**src/rtl/sdcmd_pkg.sv**
```systemverilog
package sdcmd_pkg;
  typedef enum logic [2:0] {
    CMD_NOP = 3'd0,
    CMD_ACT = 3'd1,
    CMD_RD  = 3'd2,
    CMD_WR  = 3'd3,
    CMD_PRE = 3'd4,
    CMD_REF = 3'd5,
    CMD_MRS = 3'd6
  } cmd_e;
endpackage

```
**src/rtl/sdcmd_decode.sv**
```systemverilog
module sdcmd_decode
  import sdcmd_pkg::*;
(
  input  logic cke,
  input  logic cs_n,
  input  logic ras_n,
  input  logic cas_n,
  input  logic we_n,
  output cmd_e cmd
);
  always_comb begin
    cmd = CMD_NOP;
    if (cke && !cs_n) begin
      unique case ({ras_n, cas_n, we_n})
        3'b011:  cmd = CMD_ACT;
        3'b101:  cmd = CMD_RD;
        3'b100:  cmd = CMD_WR;
        3'b010:  cmd = CMD_PRE;
        3'b001:  cmd = CMD_REF;
        3'b000:  cmd = CMD_MRS;
        default: cmd = CMD_NOP;
      endcase
    end
  end
endmodule

```
**src/rtl/sdcmd_bank.sv**
```systemverilog
module sdcmd_bank #(
  parameter int ROW_W     = 12,
  parameter int BURST_LEN = 4
) (
  input  logic             clk,
  input  logic             rst_n,
  input  logic             tick,
  input  logic             act_i,
  input  logic             close_i,
  input  logic             ap_i,
  input  logic [ROW_W-1:0] row_i,
  output logic             open_o,
  output logic [ROW_W-1:0] row_o,
  output logic             ap_o
);
  localparam int CW = (BURST_LEN > 1) ? $clog2(BURST_LEN) : 1;

  logic             open_q, ap_q;
  logic [ROW_W-1:0] row_q;
  logic [CW-1:0]    cnt_q;

  always_ff @(posedge clk) begin
    if (!rst_n) begin
      open_q <= 1'b0;
      ap_q   <= 1'b0;
      row_q  <= '0;
      cnt_q  <= '0;
    end else if (close_i) begin
      open_q <= 1'b0;
      ap_q   <= 1'b0;
      cnt_q  <= '0;
    end else if (act_i) begin
      open_q <= 1'b1;
      row_q  <= row_i;
    end else if (ap_i) begin
      ap_q  <= 1'b1;
      cnt_q <= CW'(BURST_LEN - 1);
    end else if (tick && ap_q) begin
      if (cnt_q == '0) begin
        open_q <= 1'b0;
        ap_q   <= 1'b0;
      end else begin
        cnt_q <= cnt_q - 1'b1;
      end
    end
  end

  assign open_o = open_q;
  assign row_o  = row_q;
  assign ap_o   = ap_q;


  act_closed_only_chk: assert property (@(posedge clk) disable iff (!rst_n)
    act_i |-> !open_q);

  ap_needs_open_chk: assert property (@(posedge clk) disable iff (!rst_n)
    ap_q |-> open_q);

  frozen_when_gated_chk: assert property (@(posedge clk) disable iff (!rst_n)
    (!tick && !close_i && !act_i && !ap_i) |=> $stable({open_q, ap_q, cnt_q, row_q}));
endmodule

```
**src/rtl/sdram_cmd_tracker.sv**
```systemverilog
module sdram_cmd_tracker
  import sdcmd_pkg::*;
#(
  parameter int ROW_W     = 12,
  parameter int BANK_W    = 2,
  parameter int AP_BIT    = 10,
  parameter int BURST_LEN = 4
) (
  input  logic                          clk,
  input  logic                          rst_n,
  input  logic                          cke,
  input  logic                          cs_n,
  input  logic                          ras_n,
  input  logic                          cas_n,
  input  logic                          we_n,
  input  logic [BANK_W-1:0]             ba,
  input  logic [ROW_W-1:0]              addr,
  output logic [2:0]                    cmd_code,
  output logic [(1<<BANK_W)-1:0]        cmd_banks,
  output logic                          cmd_err,
  output logic [(1<<BANK_W)-1:0]        bank_open,
  output logic [(1<<BANK_W)*ROW_W-1:0]  bank_row,
  output logic [(1<<BANK_W)-1:0]        bank_ap
);
  localparam int NB = 1 << BANK_W;

  cmd_e          cmd;
  logic [NB-1:0] sel, act_v, close_v, ap_v, mask_n;
  logic          err_n;
  cmd_e          cmd_q;
  logic [NB-1:0] mask_q;
  logic          err_q;

  sdcmd_decode u_dec (
    .cke   (cke),
    .cs_n  (cs_n),
    .ras_n (ras_n),
    .cas_n (cas_n),
    .we_n  (we_n),
    .cmd   (cmd)
  );

  assign sel = NB'(1) << ba;

  always_comb begin
    act_v   = '0;
    close_v = '0;
    ap_v    = '0;
    mask_n  = '0;
    err_n   = 1'b0;
    unique case (cmd)
      CMD_ACT: begin
        mask_n = sel;
        if (|(bank_open & sel)) err_n = 1'b1;
        else                    act_v = sel;
      end
      CMD_RD, CMD_WR: begin
        mask_n = sel;
        if (!(|(bank_open & sel)) || (|(bank_ap & sel))) err_n = 1'b1;
        else if (addr[AP_BIT])                             ap_v  = sel;
      end
      CMD_PRE: begin
        mask_n  = addr[AP_BIT] ? {NB{1'b1}} : sel;
        close_v = mask_n;
      end
      CMD_REF: begin
        mask_n = {NB{1'b1}};
        if (|bank_open) err_n = 1'b1;
      end
      default: ;
    endcase
  end

  always_ff @(posedge clk) begin
    if (!rst_n) begin
      cmd_q  <= CMD_NOP;
      mask_q <= '0;
      err_q  <= 1'b0;
    end else begin
      cmd_q  <= cmd;
      mask_q <= mask_n;
      err_q  <= err_n;
    end
  end

  assign cmd_code  = cmd_q;
  assign cmd_banks = mask_q;
  assign cmd_err   = err_q;

  for (genvar i = 0; i < NB; i++) begin : g_bank
    sdcmd_bank #(.ROW_W(ROW_W), .BURST_LEN(BURST_LEN)) u_bank (
      .clk     (clk),
      .rst_n   (rst_n),
      .tick    (cke),
      .act_i   (act_v[i]),
      .close_i (close_v[i]),
      .ap_i    (ap_v[i]),
      .row_i   (addr),
      .open_o  (bank_open[i]),
      .row_o   (bank_row[i*ROW_W +: ROW_W]),
      .ap_o    (bank_ap[i])
    );
  end


  gated_is_nop_chk: assert property (@(posedge clk) disable iff (!rst_n)
    (!cke || cs_n) |=> (cmd_code == 3'd0 && cmd_banks == '0 && !cmd_err));

  act_onehot_chk: assert property (@(posedge clk) disable iff (!rst_n)
    (cmd_code == 3'd1) |-> ($countones(cmd_banks) == 1));

  pre_all_closes_chk: assert property (@(posedge clk) disable iff (!rst_n)
    (cmd_code == 3'd4 && cmd_banks == {NB{1'b1}}) |-> (bank_open == '0 && bank_ap == '0));

  ref_needs_idle_chk: assert property (@(posedge clk) disable iff (!rst_n)
    (cmd_code == 3'd5 && !cmd_err) |-> (bank_open == '0));

  err_only_on_checked_cmd_chk: assert property (@(posedge clk) disable iff (!rst_n)
    cmd_err |-> (cmd_code inside {3'd1, 3'd2, 3'd3, 3'd5}));

  err_keeps_state_chk: assert property (@(posedge clk) disable iff (!rst_n)
    (cmd_err && cmd_code == 3'd1) |-> $stable(bank_row));
endmodule

```
**config.mk**
```make
export PLATFORM = sky130hd
export DESIGN_NAME = sdram_cmd_tracker
export DESIGN_NICKNAME = d
export VERILOG_FILES = /design/src/rtl/sdcmd_pkg.sv /design/src/rtl/sdcmd_decode.sv /design/src/rtl/sdcmd_bank.sv /design/src/rtl/sdram_cmd_tracker.sv
export SDC_FILE = /design/constraint.sdc
export NUM_CORES = 1
export LEC_CHECK = 0
export BUFFER_PORTS_ARGS = -buffer_cell sky130_fd_sc_hd__buf_4
export CAP_MARGIN = 20
export CORE_UTILIZATION = 30
export DETAILED_ROUTE_END_ITERATION = 8
export GPL_ROUTABILITY_DRIVEN = 0
export PLACE_DENSITY = 0.58
export SLEW_MARGIN = 20
export SYNTH_ARGS = -nofsm -noshare
export SYNTH_HDL_FRONTEND = slang
export SYNTH_SLANG_ARGS = --single-unit
```
**constraint.sdc**
```tcl
create_clock -name clk -period 5 [get_ports clk]
set_input_delay 0.75 -clock clk [delete_from_list [all_inputs] [get_ports clk]]
set_output_delay 0.75 -clock clk [all_outputs]
set_load 0.05 [all_outputs]
```
# After elaboration in Yosys (flattened, before gate mapping)
# Index checks and enable logic that the tools add are counted.
op_classes:
  addsub: 4
  eq_ne: 18
  n_shift: 1
  muxes: 46
  n_bitwise: 11
  n_reduce_logical: 54
ops:
  columns: ["cell", "n"]
  rows:
  - ["$reduce_and 3->1", 12]
  - ["$reduce_bool 2->1", 16]
  - ["$mux 4", 7]
  - ["$mux 2", 12]
  - ["$mux 1", 23]
  - ["$pmux 3 s6", 1]
  - ["$ne 2x2->1 const B", 8]
  - ["$eq 3x2->1 const B", 4]
  - ["$eq 3x3->1 const B", 4]
  - ["$pmux 4 s3", 1]
  - ["$reduce_or 4->1", 3]
  - ["$reduce_or 2->1", 5]
  - ["$not 1->1", 9]
  - ["$and 4x4->4", 2]
  - ["$logic_not 2->1", 4]
  - ["$reduce_and 2->1", 4]
  - ["$sub 2x1->2 const B", 4]
  - ["$eq 3x1->1 const B", 2]
  - ["$logic_and 1x1->1", 5]
  - ["$shl 1x2->4 const A", 1]
  - ["$logic_not 3->1", 1]
  - ["$mux 3", 1]
  - ["$pmux 1 s3", 1]
  - ["$reduce_or 3->1", 1]
  - ["other kinds (2)", 3]
totals:
  ff_bits: 72
  input_bits: 21
  out_inout_bits: 64
  elab_cells: 153

# Longest topological paths before layout
depth:
  word_depth: 9
  depth_mapped: 7
  ltp_nobuf: 5

# Hierarchy
# From an unflattened synthesis, not the netlist that was laid out.
unflattened:
  cells_unflattened: 382
  area_unflattened_um2: 3200.6
modules_own_cells:
  columns: ["mod", "instances", "cells_each", "area_per_inst_um2", "seq_area_each_um2"]
  rows:
  - ["sdcmd_bank", 4, 77, 661.9, 320.3]
  - ["sdram_cmd_tracker", 1, 68, 511.7, 160.2]
  - ["sdcmd_decode", 1, 6, 41.3, 0.0]

# Least setup slack after synthesis
# Ideal clock, no wire load.
synth_path:
  kind: "in2reg"
  start: "input port cas_n"
  end: "register g_bank[3].u_bank.row_q[0]"
  setup_ns: 0.117
  arrival_time_ns: 1.956
  t_required_ns: 4.883
  path_slack_ns: 2.927
  cell_stages: 7
  path_buffers: 3
  cell_sequence: "buf_2 -> nand3b_1 -> nor4b_1 -> buf_4 -> buf_6 -> mux2i_1 -> nor2b_1"
synth_between:
  elab_chain_len: 7
  word_cells_on_any_way: 14
  classes_between: "eq/ne (7); mux (4); bitwise (1); reduce/logical (2)"
synth_lines:
  columns: ["item", "line_no", "source"]
  rows:
  - ["from (decl)", "sdram_cmd_tracker.sv:14", "input logic cas_n,"]
  - ["$eq 3x1->1, or another cell as far along", "sdcmd_decode.sv:14", "unique case ({ras_n, cas_n, we_n})"]
  - ["$pmux 3 s6 *", "sdcmd_decode.sv:14", null]
  - ["$mux 3 *", "sdcmd_decode.sv:13", "if (cke && !cs_n) begin"]
  - ["$eq 3x3->1", "sdram_cmd_tracker.sv:51", "unique case (cmd)"]
  - ["$mux 4", "sdram_cmd_tracker.sv:51", null]
  - ["$not 1->1 (no source line)", null, null]
  - ["$reduce_and 2->1 (no source line) *", null, null]
  - ["to (signal assigned)", "sdcmd_bank.sv:34", "row_q <= row_i;"]
  - ["to (decl)", "sdcmd_bank.sv:19", "logic [ROW_W-1:0] row_q;"]
# Mark *: on every way between the ends. The rest lies on a longest branch, timed or not.
# A chain may end at the register's enable or synchronous reset.

# Final worst setup path
layout_path:
  start: "input port ras_n"
  end: "register g_bank[1].u_bank.cnt_q[1]"
layout_between:
  elab_chain_len: 8
  word_cells_on_any_way: 22
  classes_between: "eq/ne (10); mux (6); bitwise (1); reduce/logical (5)"
layout_lines:
  columns: ["item", "line_no", "source"]
  rows:
  - ["from (decl)", "sdram_cmd_tracker.sv:13", "input logic ras_n,"]
  - ["$eq 3x1->1, or another cell as far along", "sdcmd_decode.sv:14", null]
  - ["$pmux 3 s6 *", "sdcmd_decode.sv:14", null]
  - ["$mux 3 *", "sdcmd_decode.sv:13", null]
  - ["$eq 3x2->1", "sdram_cmd_tracker.sv:51", null]
  - ["$reduce_or 2->1", "sdram_cmd_tracker.sv:51", null]
  - ["$mux 4", "sdram_cmd_tracker.sv:51", null]
  - ["$ne 2x2->1 (no source line) or $reduce_bool 2->1 (tied branches)", null, null]
  - ["$reduce_and 3->1 (no source line)", null, null]
  - ["to (signal assigned)", "sdcmd_bank.sv:37", "cnt_q <= CW'(BURST_LEN - 1);"]
  - ["to (signal assigned)", "sdcmd_bank.sv:43", "cnt_q <= cnt_q - 1'b1;"]
  - ["to (decl)", "sdcmd_bank.sv:20", "logic [CW-1:0] cnt_q;"]
# Marks and branches as above.

==> results.toml <==
[finish]
share_of_post_route_cells_with_drive_strength_above_1_pct = 26.44
multiInputGateArea_um2 = 1539
area_taken_by_flip_flops_and_latches_um2 = 1441
flow.area_growth_from_synthesis_pct = 26.77
antenna-diode-count = 0
num-nets-final = 436
stdcell_count = 552
count_of_fill_cells_added_during_filler_insertion = 1076

[synth]
synth_edf_count = 0
syn_nets = 365
syn-cell-area_um2 = 3151
netlist.area_leader.share_pct = 45.75
synth_seq_area_share_pct = 45.75
syn-instance-count = 340
synth_top_cells_by_area = "dfxtp_1 (46%), mux2i_1 (7.6%), nand2_1 (6.9%)"
post-synth-top-area-cell = "dfxtp_1"
synth.ff_latch_count = 72
synth_top_flop_cell = "dfxtp_1"
synth.lib_cells_used.distinct = 38
async_reset_ff_share_pct = 0
post_synth.cell_area_avg_um2 = 9.266
synth_warnings = 0

[route]
drt-vias-per-instance = 4.728
detailedRoute.firstIterationViolations = 70
via_count = 2610
postRouteWirelength_um = 8024
drcViolationCount = 0
avgRoutedWirePerCell_um = 14.54
postRouteAntennaNets = 0
drt_pre_antenna_iters = 4

[floorplanning]
die_height_um = 104.5
die-area_um2 = 10920
design.portCount = 85
core_footprint_um2 = 10230
die-width_um = 104.5
placement_rows = 37
initial_utilization_pct = 30.79

[clock_tree]
cts.repair.resized = 0
worst_setup_hold_path_clk_slew_ns = 0.07
tritoncts_clock_tree = "yes"
cts_inserted_buffers = 9
clk_latency_ns = 0.35
cts_num_sinks = 72
clockRootBuffer = "clkbuf_8"
cts_hold_repair.buffers = 0
h-tree-depth = 3
max-clock-path-buffers = 2
cts_setup_buffers = 0

[setup_path]
critical_path_class = "in -> reg"
critical_path_required_ns = 5.27
setup.worst_path.start_class = "input pin"
ordered_list_of_cells_on_the_worst_path = "buf_4, nand2b_1, nor4b_4, o21ai_0, a31oi_1"
timing.reg2reg.setup_slack_ns = 3.16
reg2regPathDepth = 4
r2r-start = "g_bank[1].u_bank.ap_o$_SDFFE_PP0P_"
critical_path.max_stage_delay_ns = 0.89
timing.critical_path.slowest_stage_cell = "nor4b_4"
rr_endpoint = "g_bank[2].u_bank.cnt_q[1]$_SDFFE_PP0P_"
timing.critical_path.to_type = "flop"
critical_path.max_fanout = 17
worstPathArrival_ns = 2.48

[power]
seq_power_share_pct = 54.6
power.static_leakage_nw = 1.509
swShare_pct = 25.74
worst_ir_drop_vdd_mv = 0.1211
clkPwrFrac_pct = 38.5
power.combinational.fraction_pct = 6.9
total_switching_power_mw = 0.2720
power_density_nw_per_um2 = 264.5
p_int_mw = 0.7845

[sta]
max_slew.worst_pin.slew_ns = 0.9521
clock.fmax_mhz = 451.9
rsz0062_at_grt = "false"
report.final.hold_viol_count = 0
tns_ns = 0
finalSetupViolations = 0
worst_clock_skew_ns = 0.01435
period_share_pct = 44.26
timing.final.max_slew_violations = 0
finalCriticalPeriod_ns = 2.213
max-slew-margin-rel_pct = 36.26
setup_ws_post_layout_ns = 2.787
worst_hold_slack_after_final_layout_ns = 0.4658

[place]
placed_cells = 536
dp_slack_ns = 2.396
io_buffer_count = 84
detailedPlacementHpwl_um = 5708

[worst_hold_path]
worst_hold_path_cells = 2
worstHoldPathType = "reg -> reg"
hold_path_startpoint = "g_bank[0].u_bank.row_o[10]$_SDFFE_PN0P_"
hold-path-endpoint = "g_bank[0].u_bank.row_o[10]$_SDFFE_PN0P_"

[grt]
grt-ovfl-total = 0
initial_antenna_violation_count = 0
grt_use_total_pct = 15.27
maximum_number_of_pins_on_one_net_before_global_route_repair = 54
global_route_wire_length_before_repair_um = 13030
first_global_vias = 2504

[flow_run]
max_cap_viol_count = 0

[status]
status = "complete, no violations"
## layout by cell type (no fill, tap or decap), drive strengths merged, types with 10 or more instances in the layout
cell,count
buf,85
dfxtp,72
nand2,58
nor2b,27
mux2i,24
a21boi,24
o21ai,17
a21oi,13
nor2,10
inv,10
clkbuf,10
## power by group through the flow
| stage | sequential, mW | clock [mW] | combinational [mW] |
|---|---|---|---|
| detailed placement | 0.590 | 0 | 0.0730 |
| global route | 0.577 | 0.447 | 0.0791 |
| floorplan | 0.598 | 0 | 0.0337 |
| CTS | 0.577 | 0.424 | 0.0732 |
| finish | 0.577 | 0.407 | 0.0729 |
| global placement | 0.590 | 0 | 0.0730 |
## per-stage QoR
| step | total power, mW | utilization (%) | area [um2] |
|---|---|---|---|
| 5_1_grt | 1.104 | 39.04 | 3994 |
| 3_3_place_gp | 0.6634 | 37.36 | 3822 |
| 3_5_place_dp | 0.6634 | 37.36 | 3822 |
| 2_1_floorplan | 0.6320 | - | 3151 |
| 4_1_cts | 1.074 | 39.04 | 3994 |
| 6_report | 1.056 | 39.04 | 3994 |
## synth_stat cells, types with 3 or more instances
library cell  count
a21boi_0         22
ha_1              4
nor2b_1          27
dfxtp_1          72
nor2_1           10
nand3b_1          6
nor4b_4           3
nand3_1           6
buf_4            10
nand2_1          58
buf_2             3
inv_1             9
mux2i_1          24
nand2b_1          4
or3_1             9
clkbuf_1         11
a31oi_1           6
a211oi_1          3
o21ai_0          13
o21ai_1           4
a21oi_1          13
## worst max-delay path by stage
stage / endpoint / depth (start not counted) / startpoint
after detailed placement: g_bank[1].u_bank.cnt_q[1]$_SDFFE_PP0P_ / 5 / ras_n
after CTS: g_bank[1].u_bank.cnt_q[1]$_SDFFE_PP0P_ / 5 / ras_n
final: g_bank[1].u_bank.cnt_q[1]$_SDFFE_PP0P_ / 5 / ras_n
after global placement: g_bank[1].u_bank.cnt_q[0]$_SDFFE_PP0P_ / 5 / ras_n
after floorplan: g_bank[3].u_bank.row_o[0]$_SDFFE_PN0P_ / 7 / cas_n
after global routing: g_bank[1].u_bank.cnt_q[1]$_SDFFE_PP0P_ / 5 / ras_n
## sequential cells by signal (all words and copies together), names as in the netlist
register,cells
g_bank.u_bank.open_o,4
cmd_banks,4
cmd_code,3
g_bank.u_bank.ap_o,4
cmd_err,1
g_bank.u_bank.row_o,48
g_bank.u_bank.cnt_q,8
## critical path: cells and delay by family
family                 cells  cell delay [ns]
AO/OA/AOI/OAI              2             0.42
AND/OR/NAND/NOR            2             1.17
buffers and inverters      1             0.14
## cell families after synthesis
logic type	Yosys count	synth area share, %
DFF	72	45.75
AOI/OAI and AO/OA	69	14.42
muxes	26	9.055
and+or+nand+nor	135	23.59
adders and majority gates	4	1.589
buffers and inverters	34	5.599
## final cells by class
class / instances / share of cell area (%)
inverter: 9 / 0.8459
clock inverter: 6 / 1.096
timing repair buffer: 85 / 15.98
clock buffer: 10 / 3.195
multi-input combinational: 234 / 38.53
sequential: 72 / 36.09
tap: 136 / 4.261
## metal layers
layer	vias up	GRT usage [%]	wire (um)
li1	1307	-	-
met1	1211	19.12	3584
met2	85	23.94	3675
met3	7	6.516	686
met4	0	3.980	76
met5	-	0	0
Note: power is estimated with default switching activity, not from simulation.
